### src/rtl/alarm_irq_pkg.sv
package alarm_irq_pkg;

    localparam int FIELD_W  = 8;
    localparam int N_FIELDS = 3;
    localparam int N_SRC    = 3;

    typedef logic [FIELD_W-1:0] field_t;

    typedef struct packed {
        field_t hr;
        field_t mn;
        field_t sc;
    } hms_t;

    typedef struct packed {
        logic periodic;
        logic alarm;
        logic update;
    } src_vec_t;

    // Wildcard: both top bits set
    function automatic logic is_wildcard(input field_t b);
        return b[FIELD_W-1] & b[FIELD_W-2];
    endfunction

    function automatic logic field_hits(input field_t alm, input field_t now);
        return is_wildcard(alm) || (alm == now);
    endfunction

    function automatic field_t pick_field(input hms_t v, input int idx);
        case (idx)
            0:       return v.sc;
            1:       return v.mn;
            default: return v.hr;
        endcase
    endfunction

    function automatic logic [7:0] pack_status(input logic summary, input src_vec_t f);
        return {summary, f.periodic, f.alarm, f.update, 4'b0000};
    endfunction

endpackage

### src/rtl/alarm_compare.sv
module alarm_compare
    import alarm_irq_pkg::*;
(
    input  hms_t now_i,
    input  hms_t alm_i,
    input  logic tick_i,
    output logic hit_o
);
    logic [N_FIELDS-1:0] field_ok;

    for (genvar g = 0; g < N_FIELDS; g++) begin : g_field
        assign field_ok[g] = field_hits(pick_field(alm_i, g), pick_field(now_i, g));
    end

    assign hit_o = tick_i & (&field_ok);
endmodule

### src/rtl/status_flags.sv
module status_flags
    import alarm_irq_pkg::*;
(
    input  logic     clk,
    input  logic     rst,
    input  src_vec_t set_i,
    input  logic     clr_i,
    output src_vec_t flags_o
);
    logic [N_SRC-1:0] set_v;
    logic [N_SRC-1:0] q;

    assign set_v = set_i;

    for (genvar g = 0; g < N_SRC; g++) begin : g_flag
        always_ff @(posedge clk) begin
            if (rst)
                q[g] <= 1'b0;
            else if (set_v[g])
                q[g] <= 1'b1;
            else if (clr_i)
                q[g] <= 1'b0;
        end
    end

    assign flags_o = q;
endmodule

### src/rtl/irq_driver.sv
module irq_driver
    import alarm_irq_pkg::*;
(
    input  src_vec_t flags_i,
    input  src_vec_t en_i,
    output logic     summary_o,
    output logic     oe_o,
    output logic     data_o
);
    assign summary_o = |(flags_i & en_i);
    assign oe_o      = summary_o;
    assign data_o    = 1'b0;
endmodule

### src/rtl/alarm_irq_ctrl.sv
module alarm_irq_ctrl
    import alarm_irq_pkg::*;
#(
    parameter int BYTE_W = FIELD_W,
    parameter int STAT_W = 8
) (
    input  logic              clk,
    input  logic              rst,
    input  logic              tick_i,
    input  logic [BYTE_W-1:0] time_hr_i,
    input  logic [BYTE_W-1:0] time_min_i,
    input  logic [BYTE_W-1:0] time_sec_i,
    input  logic [BYTE_W-1:0] alm_hr_i,
    input  logic [BYTE_W-1:0] alm_min_i,
    input  logic [BYTE_W-1:0] alm_sec_i,
    input  logic              periodic_evt_i,
    input  logic              update_evt_i,
    input  logic              en_periodic_i,
    input  logic              en_alarm_i,
    input  logic              en_update_i,
    input  logic              stat_rd_i,
    output logic [STAT_W-1:0] stat_data_o,
    output logic              irq_oe_o,
    output logic              irq_data_o
);
    hms_t     now_s, alm_s;
    logic     alarm_hit;
    src_vec_t set_s, en_s, flags_s;
    logic     summary;

    assign now_s = '{hr: time_hr_i, mn: time_min_i, sc: time_sec_i};
    assign alm_s = '{hr: alm_hr_i,  mn: alm_min_i,  sc: alm_sec_i};

    alarm_compare u_cmp (
        .now_i  (now_s),
        .alm_i  (alm_s),
        .tick_i (tick_i),
        .hit_o  (alarm_hit)
    );

    assign set_s = '{periodic: periodic_evt_i, alarm: alarm_hit, update: update_evt_i};
    assign en_s  = '{periodic: en_periodic_i,  alarm: en_alarm_i, update: en_update_i};

    status_flags u_flags (
        .clk     (clk),
        .rst     (rst),
        .set_i   (set_s),
        .clr_i   (stat_rd_i),
        .flags_o (flags_s)
    );

    irq_driver u_irq (
        .flags_i   (flags_s),
        .en_i      (en_s),
        .summary_o (summary),
        .oe_o      (irq_oe_o),
        .data_o    (irq_data_o)
    );

    assign stat_data_o = pack_status(summary, flags_s);
endmodule

### config.mk
export PLATFORM = sky130hd
export DESIGN_NAME = alarm_irq_ctrl
export DESIGN_NICKNAME = d
export VERILOG_FILES = /design/src/rtl/alarm_irq_pkg.sv /design/src/rtl/alarm_compare.sv /design/src/rtl/status_flags.sv /design/src/rtl/irq_driver.sv /design/src/rtl/alarm_irq_ctrl.sv
export SDC_FILE = /design/constraint.sdc
export NUM_CORES = 1
export LEC_CHECK = 0
export BUFFER_PORTS_ARGS = -buffer_cell sky130_fd_sc_hd__buf_2
export CAP_MARGIN = 0
export CORE_MARGIN = 3
export CORE_UTILIZATION = 28
export CTS_BUF_LIST = sky130_fd_sc_hd__clkbuf_16
export CTS_CLUSTER_SIZE = 8
export DETAILED_ROUTE_END_ITERATION = 8
export MAX_ROUTING_LAYER = met4
export PLACE_DENSITY = 0.76
export SLEW_MARGIN = 15
export SYNTH_ARGS = -nofsm -noshare
export SYNTH_HDL_FRONTEND = slang
export SYNTH_SLANG_ARGS = --single-unit
### constraint.sdc
create_clock -name clk -period 1.1 [get_ports clk]
set_input_delay 0.11 -clock clk [delete_from_list [all_inputs] [get_ports clk]]
set_output_delay 0.11 -clock clk [all_outputs]
set_load 0.01 [all_outputs]
* Yosys cells after proc, flatten, opt, wreduce, memory -nomap -nowiden *
Index checks and enable logic that the tools add are counted.

word-level totals
  register bits after elaboration = 3
  output and inout bits = 10
  word-level logic and storage cells = 23

cells by class
  equality and inequality tests = 3
  multiplexer cells = 4
  bitwise gates (word level) = 5
  reductions and logical operators = 8

operators by type and width
  kind                 number
  8-bit equality test  3
  2-bit nonzero test   3
  1-bit bitwise AND    4
  1-bit two-way mux    4
  3-bit bitwise AND    1
  1-bit logical OR     3
  3-bit AND reduction  1
  3-bit OR reduction   1

* Logic depth before layout (Yosys ltp) *
Gate-level depths: netlist of run 1.

  word-level depth = 5
  mapped depth = 5
  gate-level depth less buffers = 5

* By module *
Synthesis of run 1 repeated with hierarchy kept, for this count alone.

second synthesis, totals
  cell total of the unflattened synthesis = 57
  area total of the unflattened synthesis = 464.2 µm²

by module, submodules not included
  module          times used  cells each  area each (µm²)  seq. area each (µm²)
  alarm_compare   1           34          285.3            0.0
  status_flags    1           12          105.1            60.1
  alarm_irq_ctrl  1           6           41.3             0.0
  irq_driver      1           5           32.5             0.0

* Worst setup path after synthesis of run 1 *
No wires, ideal clock.

  path kind = register -> output
  start point = register u_flags.q[0], in the netlist u_flags.flags_o[0]
  end point = output port stat_data_o[7]
  arrival = 910 ps
  path slack = 80 ps
  cell stages (with the launch flop) = 4
  cell sequence = dfxtp_1 -> a222oi_1 -> inv_1 -> buf_4

on the way
  word-level cells in the longest chain between the ends = 2

RTL lines
  element                            RTL line              RTL
  from (decl)                        status_flags.sv:11    logic [N_SRC-1:0] q;
  from (signal, indexed assignment)  status_flags.sv:18    q[g] <= 1'b0;
  from (signal, indexed assignment)  status_flags.sv:20    q[g] <= 1'b1;
  from (signal, indexed assignment)  status_flags.sv:22    q[g] <= 1'b0;
  3-bit bitwise AND                  irq_driver.sv:10      assign summary_o = |(flags_i & en_i);
  3-bit OR reduction                 irq_driver.sv:10
  to (decl)                          alarm_irq_ctrl.sv:22  output logic [STAT_W-1:0] stat_data_o,

No other way between the ends.

* Worst setup path in the final report of run 1 *
  start point = register u_flags.q[0], in the netlist u_flags.flags_o[0]
  end point = output port irq_oe_o

on the way
  word-level cells in the longest chain between the ends = 2

RTL lines
  element             RTL line              RTL
  3-bit bitwise AND   irq_driver.sv:10
  3-bit OR reduction  irq_driver.sv:10
  to (decl)           alarm_irq_ctrl.sv:23  output logic irq_oe_o,

No other way between the ends.

==> results of run 1 <==
==> layer usage <==
layer	vias up	part of all wire, %	track usage, %
li1	307	-	-
met1	243	32	12.4
met2	44	51	24.2
met3	0	17	4.74
met4	0	0	3.51
met5	-	0	-
==> through the flow <==
step	TNS, ns	power, mW	hold slack [ns]
CTS	-0.119	0.936	0.0930
floorplan	0	0.241	0.182
detailed placement	-0.113	0.360	0.323
finish	-0.124	0.929	0.0903
global route	-0.272	0.981	0.0991
global placement	-0.0570	0.352	0.321
==> report_power, final <==
| group | internal [mW] | switching (mW) |
|---|---|---|
| registers | 0.116 | 0.00235 |
| clock network | 0.468 | 0.0947 |
| logic | 0.147 | 0.102 |
| total | 0.731 | 0.199 |
==> cell usage in the layout (no fill, tap or decap), types with 3 or more instances in the layout <==
master,count
nand4_1,4
inv_1,3
xnor2_1,16
xor2_1,8
clkbuf_16,3
nor2_1,3
conb_1,5
buf_2,61
==> path summary, 6_finish.rpt <==
path | slack [ns] | start | end
worst max-delay path | -0.06 | u_flags.flags_o[0] | irq_oe_o
worst min-delay path | 0.09 | rst | u_flags.flags_o[0]
worst max register to register | 0.39 | u_flags.flags_o[2] | u_flags.flags_o[2]
worst min register to register | 0.50 | u_flags.flags_o[1] | u_flags.flags_o[1]
==> area by class of cell <==
cell class | count | area (um^2) | share of cell area [%]
repair buffers | 63 | 320 | 38.3
clock inverters | 1 | 3.75 | 0.449
flip-flops and latches | 3 | 62.6 | 7.49
clock buffers | 3 | 75.1 | 8.98
multi-input cells | 48 | 348 | 41.6
inverters | 2 | 7.51 | 0.898
well taps | 15 | 18.8 | 2.25
==> cells by family (layout without fill, tap and decap cells) <==
kind of cell | count (synthesis) | after routing | synth area share [%]
simple gates | 12 | 12 | 14.5
other cells | 1 | 5 | 0.854
buf+inv | 8 | 69 | 12.0
xor+xnor | 24 | 24 | 47.9
compound gates | 7 | 7 | 11.1
flops | 3 | 3 | 13.7
==> timing repair <==
| item | in CTS | in global routing |
|---|---|---|
| buffers inserted | 2 | 0 |
| resized for setup | 2 | 1 |
| endpoints found under the setup margin | 2 | 3 |
| cloned | 0 | 0 |
| pin swaps | 0 | 0 |
==> impl_metrics.py, run 1 <==
metrics = {
    "synth": {
        "synth-async-reset-ratio_pct": 0,
        "yosys_warnings": 0,
        "synth_area_um2": 439,
        "synth-seq-cells": 3,
        "avgSynthCellArea_um2": 7.98,
        "ys_seq_area_share_pct": 13.7,
        "synth_top_flop_cell": "dfxtp_1",
        "synth_most_common_cell": "xnor2_1",
        "yosys-top-cells-area": "xnor2_1 32%, xor2_1 16%, dfxtp_1 14%",
        "synth_top_area_share_pct": 31.9,
        "synthCells": 55,
        "yosysTopAreaCell": "xnor2_1",
        "yosysUniqueCellTypes": 16,
        "synth_edf_count": 0,
        "synth_commonest_cells": "16 x xnor2_1, 8 x xor2_1, 6 x buf_4",
    },
    "critical_path": {
        "critPathCaptureType": "primary output",
        "crit_chain": "a222oi_1 > inv_1 > buf_2",
        "rr_worst_depth": 3,
        "slowest_stage": "dfxtp_2",
        "worstSetupPathType": "reg -> out",
        "cp_max_fo": 2,
        "cp_num_buf_inv": 2,
        "slowest_delay_ns": 0.31,
        "worst_ep_arrival_time_ns": 1.05,
        "crit_path_start_kind": "flip-flop",
        "worstPathRequired_ns": 0.99,
        "critPathTopFamily": "flip-flops",
        "crit_cells": 3,
    },
    "detailed_routing": {
        "antenna_left": 0,
        "wl_mm": 1.31,
        "drt_first_pass_iters": 4,
        "drt-initial-drc-count": 2,
        "wl_per_cell_um": 9.67,
        "drc_errors": 0,
        "vias": 594,
        "via_per_inst": 4.40,
    },
    "placed_design": {
        "dp_hpwl_mm": 1.20,
        "numPortBuffers": 61,
        "dp.cells": 129,
        "gp_congestion": 0.669,
        "dpl-instance-area_um2": 733,
        "preCtsSetupSlack_ns": -0.113,
    },
    "floorplan": {
        "initial_core_util_pct": 31.8,
        "die_h_um": 45.6,
        "die_w_um": 45.6,
        "coreArea_um2": 1380,
        "rows": 13,
        "die_area_um2": 2080,
        "ios": 67,
    },
    "grt": {
        "grt_usage_pct": 13.1,
        "antenna_found_initial": 0,
        "grt_pass1_wl_mm": 1.94,
        "grt_max_degree": 5,
        "grt_pass1_vias": 582,
        "grt-ovfl-total": 0,
    },
    "sta": {
        "timing.final.crit_share_pct": 106,
        "setup_viol": 2,
        "rsz0062_at_grt": "true",
        "drv_slew": 0,
        "finalCriticalPeriod_ns": 1.16,
        "finalHoldViolCount": 0,
        "max_freq_mhz": 860,
        "skew_ns": 0,
        "fin_ws_ns": -0.0633,
    },
    "cts": {
        "clockBufferDepth": 2,
        "cts.sinks": 3,
        "htree_levels": 1,
        "clock_latency_ns": 0.22,
        "clockRootBuffer": "clkbuf_16",
        "cts_tree": "yes",
        "clk_pin_slew_ns": 0.03,
        "cts_hold_buf": 0,
        "numCtsBuffers": 3,
    },
    "final_layout": {
        "finalInstanceArea_um2": 836,
        "area_growth_pct": 90.3,
        "drive_gt1_share_pct": 58.3,
        "final_net_count": 178,
        "fin_util_pct": 60.5,
        "antennaDiodeCount": 0,
        "largest_register_ffs": 3,
        "fillCellCount": 131,
        "layoutNonFillerInstCount": 135,
    },
    "worst_hold_path": {
        "min_path_cells": 2,
        "hp-class": "in -> reg",
    },
    "status": {
        "status": "finished, violations left",
        "violations": "setup timing",
    },
    "run": {
        "cap_violations": 0,
    },
    "pwr": {
        "vdd_drop_max_uv": 768,
        "leakage_nw": 0.451,
        "p_per_area_nw_per_um2": 1110,
    },
}
Note: power is estimated with default switching activity, not from simulation.
==> inputs of run 2 (changes only) <==
--- a/config.mk
+++ b/config.mk
@@ -13,8 +13,7 @@
 export CTS_CLUSTER_SIZE = 8
 export DETAILED_ROUTE_END_ITERATION = 8
 export MAX_ROUTING_LAYER = met4
-export PLACE_DENSITY = 0.76
-export SLEW_MARGIN = 15
+export PLACE_DENSITY = 0.78
 export SYNTH_ARGS = -nofsm -noshare
 export SYNTH_HDL_FRONTEND = slang
 export SYNTH_SLANG_ARGS = --single-unit
==> run 2 against run 1 <==
Net effect:
- the run still ends with setup timing left
- clock skew did not move
- count of clock-buffer cells in the layout did not move
- global-route usage rose by 0.67 points
- sequential share of layout area barely moved
- worst setup slack got worse by 0.0096 ns
- first-iteration DRC count fell by 50%
- sequential cell count did not move
- fmax fell by 0.82%
- die area did not move
- sequential power barely moved
- core utilization fell by 1.1 points
- largest cell class unchanged
==> impl_metrics.py, run 2 (synthesis gave the netlist of run 1 again) <==
metrics = {
    "final_layout": {
        "area_growth_pct": 86.9,
        "seqCellArea_um2": 61.3,
        "drive_gt1_share_pct": 56.3,
        "final_net_count": 177,
        "fillCellCount": 132,
        "antennaDiodeCount": 0,
        "finalInstanceArea_um2": 821,
        "mostFrequentLayoutCell": "buf_2",
        "multi_input_area_um2": 342,
        "mostFrequentLayoutCells": "61 x buf_2, 16 x xnor2_1, 8 x xor2_1",
        "largest_register_ffs": 3,
    },
    "cts": {
        "clockRootBuffer": "clkbuf_16",
        "cts.sinks": 3,
        "cts_tree": "yes",
        "clock_latency_ns": 0.22,
        "htree_levels": 1,
        "clk_pin_slew_ns": 0.03,
        "cts_hold_buf": 0,
        "postCtsSetupBuffers": 0,
        "numCtsBuffers": 3,
        "clockBufferDepth": 2,
    },
    "critical_path": {
        "r2r_start": "u_flags.flags_o[1]",
        "worstSetupPathType": "reg -> out",
        "cp_max_fo": 3,
        "r2r-end": "u_flags.flags_o[1]",
        "worstPathRequired_ns": 0.99,
        "reg2reg_setup_slack_ns": 0.45,
        "crit_path_start_kind": "flip-flop",
        "worst_ep_arrival_time_ns": 1.06,
        "rr_worst_depth": 1,
        "critPathCaptureType": "primary output",
    },
    "detailed_routing": {
        "wl_per_cell_um": 9.99,
        "vias": 595,
        "drt-initial-drc-count": 1,
        "drc_errors": 0,
        "antenna_left": 0,
        "via_per_inst": 4.44,
        "drt_first_pass_iters": 4,
        "wl_mm": 1.34,
    },
    "worst_hold_path": {
        "hp-class": "in -> reg",
        "min_path_cells": 2,
        "hold_end": "u_flags.flags_o[0]",
        "hold_start": "rst",
    },
    "pwr": {
        "power_mw": 0.934,
        "swShare_pct": 22.2,
        "p_int_mw": 0.727,
        "clock_power_share_pct": 61.4,
        "leakage_nw": 0.445,
        "p_comb_share_pct": 25.8,
        "vdd_drop_max_uv": 935,
        "p_seq_share_pct": 12.7,
        "p_sw_mw": 0.207,
        "p_per_area_nw_per_um2": 1140,
    },
    "sta": {
        "finalCriticalPeriod_ns": 1.17,
        "setup_viol": 2,
        "finalHoldViolCount": 0,
        "skew_ns": 0,
        "max_freq_mhz": 853,
        "rsz0062_at_grt": "true",
        "setup_tns_ns": -0.145,
        "timing.final.crit_share_pct": 107,
        "drv_slew": 0,
        "fin_ws_ns": -0.0729,
    },
    "placed_design": {
        "dpl-instance-area_um2": 741,
        "numPortBuffers": 61,
        "dp_hpwl_mm": 1.19,
        "preCtsSetupSlack_ns": -0.0885,
        "gp_congestion": 0.584,
    },
    "floorplan": {
        "die_h_um": 45.6,
        "die_w_um": 45.6,
        "ios": 67,
        "initial_core_util_pct": 31.8,
        "rows": 13,
        "die_area_um2": 2080,
        "coreArea_um2": 1380,
    },
    "grt": {
        "grt-ovfl-total": 0,
        "grt_usage_pct": 13.7,
        "grt_pass1_vias": 546,
        "antenna_found_initial": 0,
        "grt_pass1_wl_mm": 1.94,
        "grt_max_degree": 5,
    },
    "run": {
        "cap_violations": 0,
    },
    "status": {
        "status": "finished, violations left",
        "violations": "setup timing",
    },
}
==> run 2: routing by layer <==
layer  part of all wire, %  vias to the layer above  global-route usage, %
met3                    17                        4                   7.51
met2                    52                       43                   25.3
met5                     0                        -                      -
li1                      -                      304                      -
met1                    29                      244                   11.0
met4                   1.6                        0                   5.26
==> run 2: repair_timing <==
action	in CTS	in global routing
gates resized for setup	1	0
endpoints found under the hold margin	0	0
setup endpoints to repair	2	2
==> run 2: worst max-delay path by stage <==
stage,cells after the start,from,to,slack (ns)
after global placement,6,alm_hr_i[7],u_flags.flags_o[1],-0.07
after detailed placement,6,alm_hr_i[7],u_flags.flags_o[1],-0.09
final,3,u_flags.flags_o[0],stat_data_o[7],-0.07
after floorplan,3,u_flags.flags_o[0],stat_data_o[7],0.08
after CTS,3,u_flags.flags_o[0],irq_oe_o,-0.09
after global routing,3,u_flags.flags_o[0],irq_oe_o,-0.11
==> run 2: critical path: stages (launching register included) <==
cell and delay (ns):
dfxtp_2 0.31, a222oi_1 0.30, inv_1 0.08, buf_2 0.15
==> run 2: power by group through the flow <==
| stage | clock [mW] | combinational (mW) | sequential (mW) |
|---|---|---|---|
| after detailed placement | 0 | 0.243 | 0.120 |
| after floorplan | 0 | 0.120 | 0.122 |
| after global placement | 0 | 0.236 | 0.119 |
| after CTS | 0.590 | 0.244 | 0.119 |
| after global routing | 0.600 | 0.268 | 0.119 |
| final | 0.574 | 0.241 | 0.119 |
==> run 2: cell type report <==
| cell class | instances | area share, % |
|---|---|---|
| Tap cell | 15 | 2.29 |
| Inverter | 2 | 0.915 |
| Multi-Input combinational cell | 48 | 41.6 |
| Clock inverter | 1 | 0.457 |
| Sequential cell | 3 | 7.47 |
| Clock buffer | 3 | 9.15 |
| Timing Repair Buffer | 62 | 38.1 |
==> run 2: metrics by stage <==
step,utilization [%],hold WS (ns),cells
final,59.4,0.0949,134
after floorplan,-,0.182,59
after CTS,59.4,0.0916,134
after global placement,53.6,0.326,130
after detailed placement,53.6,0.334,130
after global routing,59.4,0.117,134
